<file path="src/rtl/pdc_i2c_pkg.sv">
package pdc_i2c_pkg;

    typedef enum logic [2:0] {
        ST_IDLE,
        ST_ADDR,
        ST_ADDR_ACK,
        ST_TX,
        ST_RX_ACK,
        ST_WAIT_STOP
    } rd_state_t;

    localparam logic [7:0] FILL_BYTE = 8'hFF;

endpackage

</file>
<file path="src/rtl/pdc_i2c_cond.sv">
// Synchronises SCL/SDA and flags SCL edges and START/STOP conditions.
module pdc_i2c_cond #(
    parameter int SYNC_STAGES = 2
) (
    input  logic clk,
    input  logic rst_n,
    input  logic scl_in,
    input  logic sda_in,
    output logic sda_lvl,
    output logic scl_rise,
    output logic scl_fall,
    output logic start_p,
    output logic stop_p
);
    logic [SYNC_STAGES-1:0] scl_sr;
    logic [SYNC_STAGES-1:0] sda_sr;
    logic scl_d, sda_d, scl_now, sda_now;

    for (genvar g = 0; g < SYNC_STAGES; g++) begin : g_sync
        always_ff @(posedge clk or negedge rst_n) begin
            if (!rst_n) begin
                scl_sr[g] <= 1'b1;
                sda_sr[g] <= 1'b1;
            end else if (g == 0) begin
                scl_sr[g] <= scl_in;
                sda_sr[g] <= sda_in;
            end else begin
                scl_sr[g] <= scl_sr[(g == 0) ? 0 : g-1];
                sda_sr[g] <= sda_sr[(g == 0) ? 0 : g-1];
            end
        end
    end

    assign scl_now = scl_sr[SYNC_STAGES-1];
    assign sda_now = sda_sr[SYNC_STAGES-1];

    always_ff @(posedge clk or negedge rst_n) begin
        if (!rst_n) begin
            scl_d <= 1'b1;
            sda_d <= 1'b1;
        end else begin
            scl_d <= scl_now;
            sda_d <= sda_now;
        end
    end

    assign sda_lvl  = sda_now;
    assign scl_rise = scl_now & ~scl_d;
    assign scl_fall = ~scl_now & scl_d;
    assign start_p  = scl_now & scl_d & sda_d & ~sda_now;
    assign stop_p   = scl_now & scl_d & ~sda_d & sda_now;
endmodule

</file>
<file path="src/rtl/pdc_msg_bank.sv">
// Output register bank: loads a message, clears to fill bytes, reads by index.
module pdc_msg_bank
    import pdc_i2c_pkg::*;
#(
    parameter int MSG_BYTES = 7,
    parameter int IDX_W     = 3
) (
    input  logic                   clk,
    input  logic                   rst_n,
    input  logic                   load,
    input  logic [MSG_BYTES*8-1:0] load_data,
    input  logic                   clear,
    input  logic [IDX_W-1:0]       rd_idx,
    output logic [7:0]             rd_byte,
    output logic                   dav_n
);
    logic [7:0] mem [MSG_BYTES];

    for (genvar g = 0; g < MSG_BYTES; g++) begin : g_byte
        always_ff @(posedge clk or negedge rst_n) begin
            if (!rst_n) begin
                mem[g] <= FILL_BYTE;
            end else if (clear) begin
                mem[g] <= FILL_BYTE;
            end else if (load) begin
                if (g == MSG_BYTES-1) begin
                    mem[g] <= {load_data[8*g+7 -: 4], 4'hF};
                end else begin
                    mem[g] <= load_data[8*g +: 8];
                end
            end
        end
    end

    always_ff @(posedge clk or negedge rst_n) begin
        if (!rst_n) begin
            dav_n <= 1'b1;
        end else if (clear) begin
            dav_n <= 1'b1;
        end else if (load) begin
            dav_n <= 1'b0;
        end
    end

    always_comb begin
        rd_byte = FILL_BYTE;
        for (int k = 0; k < MSG_BYTES; k++) begin
            if (rd_idx == IDX_W'(k)) rd_byte = mem[k];
        end
    end
endmodule

</file>
<file path="src/rtl/pdc_i2c_reader.sv">
// Read-only two-wire slave streaming a stored message.
module pdc_i2c_reader
    import pdc_i2c_pkg::*;
#(
    parameter int         MSG_BYTES   = 7,
    parameter int         SYNC_STAGES = 2,
    parameter logic [6:0] ADDR_HI     = 7'h10,
    parameter logic [6:0] ADDR_LO     = 7'h11
) (
    input  logic                   clk,
    input  logic                   rst_n,
    input  logic                   scl_in,
    input  logic                   sda_in,
    output logic                   sda_oe,
    input  logic                   addr_sel,
    input  logic                   load,
    input  logic [MSG_BYTES*8-1:0] load_data,
    output logic                   dav_n,
    output logic                   bus_busy
);
    localparam int             IDX_W    = $clog2(MSG_BYTES + 1);
    localparam logic [IDX_W-1:0] LAST_IDX = IDX_W'(MSG_BYTES - 1);
    localparam logic [IDX_W-1:0] END_IDX  = IDX_W'(MSG_BYTES);

    rd_state_t   state, state_nx;
    logic        sda_lvl, scl_rise, scl_fall, start_p, stop_p;
    logic [3:0]  bit_cnt;
    logic [IDX_W-1:0] idx;
    logic [7:0]  rxsr, txsr, rd_byte;
    logic        acked, data_sent, addr_hit, bank_clear;

    pdc_i2c_cond #(.SYNC_STAGES(SYNC_STAGES)) u_cond (
        .clk(clk), .rst_n(rst_n), .scl_in(scl_in), .sda_in(sda_in),
        .sda_lvl(sda_lvl), .scl_rise(scl_rise), .scl_fall(scl_fall),
        .start_p(start_p), .stop_p(stop_p)
    );

    assign bank_clear = (state == ST_RX_ACK && scl_rise && idx == LAST_IDX)
                      || (stop_p && data_sent);

    pdc_msg_bank #(.MSG_BYTES(MSG_BYTES), .IDX_W(IDX_W)) u_bank (
        .clk(clk), .rst_n(rst_n), .load(load & ~bus_busy), .load_data(load_data),
        .clear(bank_clear), .rd_idx(idx), .rd_byte(rd_byte), .dav_n(dav_n)
    );

    assign addr_hit = rxsr[0] && (rxsr[7:1] == (addr_sel ? ADDR_HI : ADDR_LO));

    // State register
    always_ff @(posedge clk or negedge rst_n) begin
        if (!rst_n) state <= ST_IDLE;
        else        state <= state_nx;
    end

    // Next-state logic
    always_comb begin
        state_nx = state;
        unique case (state)
            ST_IDLE:      state_nx = ST_IDLE;
            ST_ADDR:      if (scl_fall && bit_cnt == 4'd8)
                              state_nx = addr_hit ? ST_ADDR_ACK : ST_WAIT_STOP;
            ST_ADDR_ACK:  if (scl_fall) state_nx = ST_TX;
            ST_TX:        if (scl_fall && bit_cnt == 4'd7) state_nx = ST_RX_ACK;
            ST_RX_ACK:    if (scl_fall) state_nx = acked ? ST_TX : ST_WAIT_STOP;
            ST_WAIT_STOP: state_nx = ST_WAIT_STOP;
            default:      state_nx = ST_IDLE;
        endcase
        if (start_p)     state_nx = ST_ADDR;
        else if (stop_p) state_nx = ST_IDLE;
    end

    // Outputs: SDA drive follows the state and the transmit register
    always_comb begin
        unique case (state)
            ST_ADDR_ACK: sda_oe = 1'b1;
            ST_TX:       sda_oe = ~txsr[7];
            default:     sda_oe = 1'b0;
        endcase
    end

    // Datapath: counters, shift registers, flags
    always_ff @(posedge clk or negedge rst_n) begin
        if (!rst_n) begin
            bit_cnt   <= '0;
            idx       <= '0;
            rxsr      <= '0;
            txsr      <= 8'hFF;
            acked     <= 1'b0;
            data_sent <= 1'b0;
            bus_busy  <= 1'b0;
        end else begin
            if (start_p)     bus_busy <= 1'b1;
            else if (stop_p) bus_busy <= 1'b0;

            if (stop_p) data_sent <= 1'b0;

            if (start_p) begin
                bit_cnt <= '0;
                idx     <= '0;
            end else begin
                unique case (state)
                    ST_ADDR: if (scl_rise) begin
                        rxsr    <= {rxsr[6:0], sda_lvl};
                        bit_cnt <= bit_cnt + 4'd1;
                    end
                    ST_ADDR_ACK: if (scl_fall) begin
                        txsr      <= rd_byte;
                        bit_cnt   <= '0;
                        data_sent <= 1'b1;
                    end
                    ST_TX: if (scl_fall && bit_cnt != 4'd7) begin
                        txsr    <= {txsr[6:0], 1'b1};
                        bit_cnt <= bit_cnt + 4'd1;
                    end
                    ST_RX_ACK: begin
                        if (scl_rise) begin
                            acked <= ~sda_lvl;
                            if (idx != END_IDX) idx <= idx + 1'b1;
                        end
                        if (scl_fall && acked) begin
                            txsr    <= rd_byte;
                            bit_cnt <= '0;
                        end
                    end
                    default: ;
                endcase
            end
        end
    end
endmodule

</file>
<file path="config.mk">
export PLATFORM = sky130hd
export DESIGN_NAME = pdc_i2c_reader
export DESIGN_NICKNAME = d
export VERILOG_FILES = /design/src/rtl/pdc_i2c_pkg.sv /design/src/rtl/pdc_i2c_cond.sv /design/src/rtl/pdc_msg_bank.sv /design/src/rtl/pdc_i2c_reader.sv
export SDC_FILE = /design/constraint.sdc
export NUM_CORES = 1
export LEC_CHECK = 0
export ABC_CLOCK_PERIOD_IN_PS = 5900
export BUFFER_PORTS_ARGS = -buffer_cell sky130_fd_sc_hd__buf_2
export CAP_MARGIN = 5
export CORE_MARGIN = 2
export CORE_UTILIZATION = 45
export DETAILED_ROUTE_END_ITERATION = 16
export PLACE_DENSITY = 0.64
export REMOVE_ABC_BUFFERS = 1
export SLEW_MARGIN = 20
export SYNTH_ARGS = -nofsm -noshare
export SYNTH_HDL_FRONTEND = slang
export SYNTH_HIERARCHICAL = 1
export SYNTH_SLANG_ARGS = --single-unit
export TNS_END_PERCENT = 100
</file>
<file path="constraint.sdc">
create_clock -name clk -period 5.9 [get_ports clk]
set_input_delay 0.295 -clock clk [delete_from_list [all_inputs] [get_ports clk]]
set_output_delay 0.295 -clock clk [all_outputs]
set_load 0.03 [all_outputs]
</file>
Word-level counts from Yosys, hierarchy flattened --
Index checks and enable logic that the tools add are counted.
Storage, ports and cells: memory bits (read-only) 0, register bits after elaboration 92, logic and storage cells 143, bits in writable memories 0, input bits 62, latch bits 0, output and inout bits 3, memories 0
Cells by class: div/mod/pow operators 0, reduce and logical (&&, ||, !) cells 23, shifts and indexed selects 0, muxes and demuxes 54, multipliers 0, $add $sub $neg 2, order comparisons 0, bitwise logic cells 15, equal/unequal tests 27
Operator list (number):
- 2-to-1 mux 8 bit | 24
- 2-to-1 mux 3 bit | 12
- one-hot mux 8 bit (3 select lines) | 1
- 2-to-1 mux 4 bit | 5
- != test 4 bit (second input constant) | 4
- one-hot mux 4 bit (4 select lines) | 1
- equality test 3 bit (second input constant) | 5
- one-hot mux 3 bit (5 select lines) | 1
- equality test 3 x 2 -> 1 bit (second input constant) | 4
- != test 3 bit (second input constant) | 4
- AND reduction 5 bit | 2
- nonzero test 2 bit | 5
- 2-to-1 mux 1 bit | 9
- AND reduction 3 bit | 3
- bitwise AND 1 bit | 8
- logical AND 1 bit | 8
- equality test 7 x 5 -> 1 bit | 1
- inverter 1 bit | 7
- equality test 3 x 1 -> 1 bit (second input constant) | 2
- nonzero test 5 bit | 1
- adder 4 x 1 -> 4 bit (second input constant) | 1
- equality test 4 x 3 -> 1 bit (second input constant) | 1
- equality test 4 bit (second input constant) | 1
- != test 2 bit (second input constant) | 2
- 9 further kinds | 9

Depth between registers and ports, before layout --
word-level depth 10, gate-level depth with buffers 7, mapped depth without buffers 6

Modules after synthesis --
The synthesis kept the hierarchy.
By module, submodules not included:
- pdc_msg_bank | instances 1, seq. area each 1392.6 um^2, cells an instance 244, area an instance 2791.4 um^2
- pdc_i2c_reader | instances 1, seq. area each 735.7 um^2, cells an instance 143, area an instance 1627.8 um^2
- pdc_i2c_cond | instances 1, seq. area each 157.7 um^2, cells an instance 10, area an instance 190.2 um^2

Least setup slack after synthesis --
Ideal clock, no wire load.
kind flip-flop to flip-flop, start point reg u_cond.scl_sr[1], in the netlist u_cond/scl_now, end point reg u_bank/mem[20] (netlist name), period minus slack after synthesis 1.841 ns, slack 4.059 ns, required time 5.840 ns, arrival time 1.781 ns, library setup time 0.060 ns, path buffers 2, cell stages (with the launch flop) 7, path through dfstp_2 -> nor2b_1 -> nand4bb_1 -> o21ai_0 -> clkbuf_1 -> clkbuf_1 -> a211o_1
Between the ends: elaborated cells on any way between the ends 10, classes of those cells 1 x mux; 4 x bitwise; 5 x reduce/logical
RTL lines:
- start: declaration | RTL line pdc_i2c_cond.sv:15 | logic [SYNC_STAGES-1:0] scl_sr;
- start signal: indexed assignment | RTL line pdc_i2c_cond.sv:25 | scl_sr[g] <= scl_in;
- start signal: indexed assignment | RTL line pdc_i2c_cond.sv:28 | scl_sr[g] <= scl_sr[(g == 0) ? 0 : g-1];
- bitwise AND 1 bit * | RTL line pdc_i2c_cond.sv:48 | assign scl_rise = scl_now & ~scl_d;
- named net scl_rise | RTL line pdc_i2c_reader.sv:26 | logic sda_lvl, scl_rise, scl_fall, start_p, stop_p;
- logical AND 1 bit * (2 in a row) | RTL line pdc_i2c_reader.sv:38 | assign bank_clear = (state == ST_RX_ACK && scl_rise && idx == LAST_IDX)
- logical OR 1 bit * | RTL line pdc_i2c_reader.sv:39 | || (stop_p && data_sent);
- named net bank_clear | RTL line pdc_i2c_reader.sv:30 | logic acked, data_sent, addr_hit, bank_clear;
- 2-to-1 mux 8 bit or nonzero test 2 bit (tied branches)
- end signal: indexed assignment | RTL line pdc_msg_bank.sv:27 | mem[g] <= {load_data[8*g+7 -: 4], 4'hF};
- end signal: indexed assignment | RTL line pdc_msg_bank.sv:29 | mem[g] <= load_data[8*g +: 8];
- end: declaration | RTL line pdc_msg_bank.sv:17 | logic [7:0] mem [MSG_BYTES];
Mark *: on every way through the listed nets, which the timed path passes. The rest lies on a longest branch. A chain may end at the register's enable or synchronous reset.

Worst setup path after layout --
start point reg u_cond.scl_sr[1], in the netlist u_cond/scl_now, end point reg u_bank/mem[31] (netlist name)
Same word-level chain as after synthesis.

==> metrics.csv <==
metric,value,unit
arrival,2920,ps
period_needed,2630,ps
p_per_area,393,mW/mm^2
slew_headroom,0.452,
slowest_stage,o21ai_4,
insertion_delay,360,ps
cts.htree.levels,3,
post-route-period-util,0.446,
cts_resized,0,
critPathMaxStageDelay,780,ps
fin_nets,513,
firstDrtPassIters,4,
setup.worst_path.class,flip-flop to flip-flop,
cts_buffer_depth,2,
clock_skew,12.2,ps
numClockSinks,88,
switching_share,0.303,
initial_core_util,0.467,
core-area,0.00986,sq mm
num_vias,3196,
cts_tree,built,
fillerInstances,875,
cts_buffers,9,
layout-drive-gt1-share,0.415,
overflow,0,
grt_pass1_wl,15.6,mm
wl_per_cell,15.9,um
hold_viol_final,0,
required,6190,ps
cp-end-kind,flip-flop,
cts_root_buffer,clkbuf_8,
pwr-share-seq,0.462,
fp.dieW,105,um
die_area,0.0111,sq mm
synth_cell_type_count,53,
area_delta_synth_final,12.5,%
clk_pin_slew_worst_paths,80,ps
wl,9.26,mm
cp-start-kind,flip-flop,
reg2reg_slack,3270,ps
cap_viol_max_count,0,
rows,36,
drv_slew,0,
async_flop_share,1.00,
rsz0062_at_grt,false,
multi_input_area,0.00217,sq mm
fin_setup_tns,0,ps
regArea,0.00229,sq mm
hold_path_class,primary input to flip-flop,
drc,0,
crit_chain,nor2b_1 > nand4bb_1 > o21ai_4 > buf_4 > a211o_1,
clock.fmax,380,MHz
p_leak,0.00238,uW
avgSynthCellArea,11.6,sq um
finalSetupViolCount,0,
synthTopCellsByArea,"dfstp_2 38%, dfrtp_1 11%, a211o_1 10%",
synth_edf_count,0,
via_per_inst,5.47,
ir_drop,193,uV
power.total,2040,uW
drt_iter0_drc,161,
antenna_found_initial,0,
yosys.area.top_type_share,0.382,
port_buffers,60,
p_sw,619,uW
worstMarginPinSlew,819,ps
dp_hpwl,6.07,mm
yosys.area.top_type,dfstp_2,
synthFlopType,dfstp_2,
io-pin-count,65,
ant_nets,0,
cts_setup_buffers,0,
gp_congestion,0.874,
track_usage,0.176,
internal_power,1420,uW
ys_warn_count,6,
pwr-share-clk,0.196,
grt_max_degree,57,
synth_seq_cells,88,
status,"finished, final reports clean",
crit_fanout,30,
antenna_cells,0,
die_y,105,um
synth_cells,397,
cts_hold_buffers,0,
ys_seq_area_frac,0.496,
p_comb_frac,0.342,
netlist_area,0.00461,sq mm
grt_pass1_vias,3180,
## area by class of cell
class	instances	share of cell area
sequential	88	0.441
multi-input combinational	275	0.419
timing repair buffer	66	0.0695
tap	133	0.0321
clock buffer	12	0.0261
clock inverter	4	0.00869
inverter	6	0.00434
## path summary, 6_finish.rpt
path,startpoint,cells after the start,end
max in group asynchronous,rst_n,2,bus_busy
worst max-delay path,u_cond/scl_now,5,u_bank/mem[31]
worst min register to register,u_cond/scl_sr[0],0,u_cond/scl_now
worst min-delay path,sda_in,1,u_cond/sda_sr[0]
worst max register to register,u_cond/scl_now,5,u_bank/mem[31]
min in group asynchronous,rst_n,1,u_bank/mem[28]
## cells in the mapped netlist (4+ instances only)
cell type	count
dfrtp_1	21
nor3_1	4
mux2i_1	5
or2_2	4
a211o_1	53
nand2_1	6
o22a_1	9
inv_1	6
nor2_1	4
ha_1	5
a21oi_1	14
o32ai_1	4
nor2b_1	58
a2bb2oi_1	4
clkbuf_1	12
buf_2	10
dfstp_2	67
o21ai_0	5
o22ai_1	8
mux2_2	30
nand2b_1	15
## per-stage QoR
step | setup slack, ps | utilization | instance area (sq um) | hold WS (ps) | cells
after CTS | 3230 | 0.524 | 5170 | 8.82 | 583
final | 3270 | 0.526 | 5190 | 28.6 | 584
after floorplan | 1400 | - | 4460 | -0.591 | 369
after detailed placement | 3260 | 0.505 | 4990 | 347 | 567
after global placement | 3300 | 0.505 | 4990 | 347 | 567
after global routing | 3020 | 0.526 | 5190 | 2.49 | 584
## power groups by stage
stage,logic (uW),registers (uW),clock network (uW)
6_report,698,942,399
5_1_grt,773,968,444
4_1_cts,700,941,419
3_5_place_dp,697,950,0
3_3_place_gp,682,944,0
2_1_floorplan,529,944,0
## metal layers
layer / wire length, um / up-vias / track usage
met2: 4230 / 58 / 0.269
met3: 336 / 9 / 0.0414
met1: 4580 / 1575 / 0.247
met5: 0 / - / 0
li1: - / 1554 / -
met4: 112 / 0 / 0.0571
## registers in the layout, indices dropped and copies added, names as in the netlist
signal,count
idx,3
u_cond/sda_d,1
u_bank/dav_n,1
txsr,8
u_cond/sda_lvl,1
u_bank/mem,52
data_sent,1
bus_busy,1
acked,1
rxsr,8
u_cond/scl_d,1
bit_cnt,4
state,3
u_cond/scl_sr,1
u_cond/scl_now,1
u_cond/sda_sr,1
## worst max-delay path: cells and delay by family, from the launching register on
| kind | cells | cell delay (ps) |
|---|---|---|
| simple gates | 2 | 650 |
| buf+inv | 1 | 420 |
| compound gates | 2 | 930 |
| flops | 1 | 560 |
## cell usage in the layout, fill, tap and decap left out, drive strengths merged, types with 3 or more instances in the layout
master	n
buf	66
inv	6
nand2	6
clkbuf	12
a31oi	3
o22a	9
mux2	32
mux2i	5
o2bb2ai	3
clkinv	3
nor2b	58
and4b	3
dfstp	67
a2bb2oi	4
nor3	4
nand2b	15
a21o	3
or3b	5
dfrtp	21
o22ai	8
ha	5
o21ai	5
or2	4
o32ai	4
nor2	4
a22o	3
a21oi	14
a211o	53
## logic make-up after synthesis
kind of cell               Yosys count  synth area share
buffers and inverters               34            0.0372
xor gates and xnor gates             3           0.00570
AOI/OAI and AO/OA                  118             0.201
muxes                               37            0.0890
and+or+nand+nor                    112             0.158
adders and majority gates            5            0.0136
DFF                                 88             0.496
(Power assumes the default switching activity.)
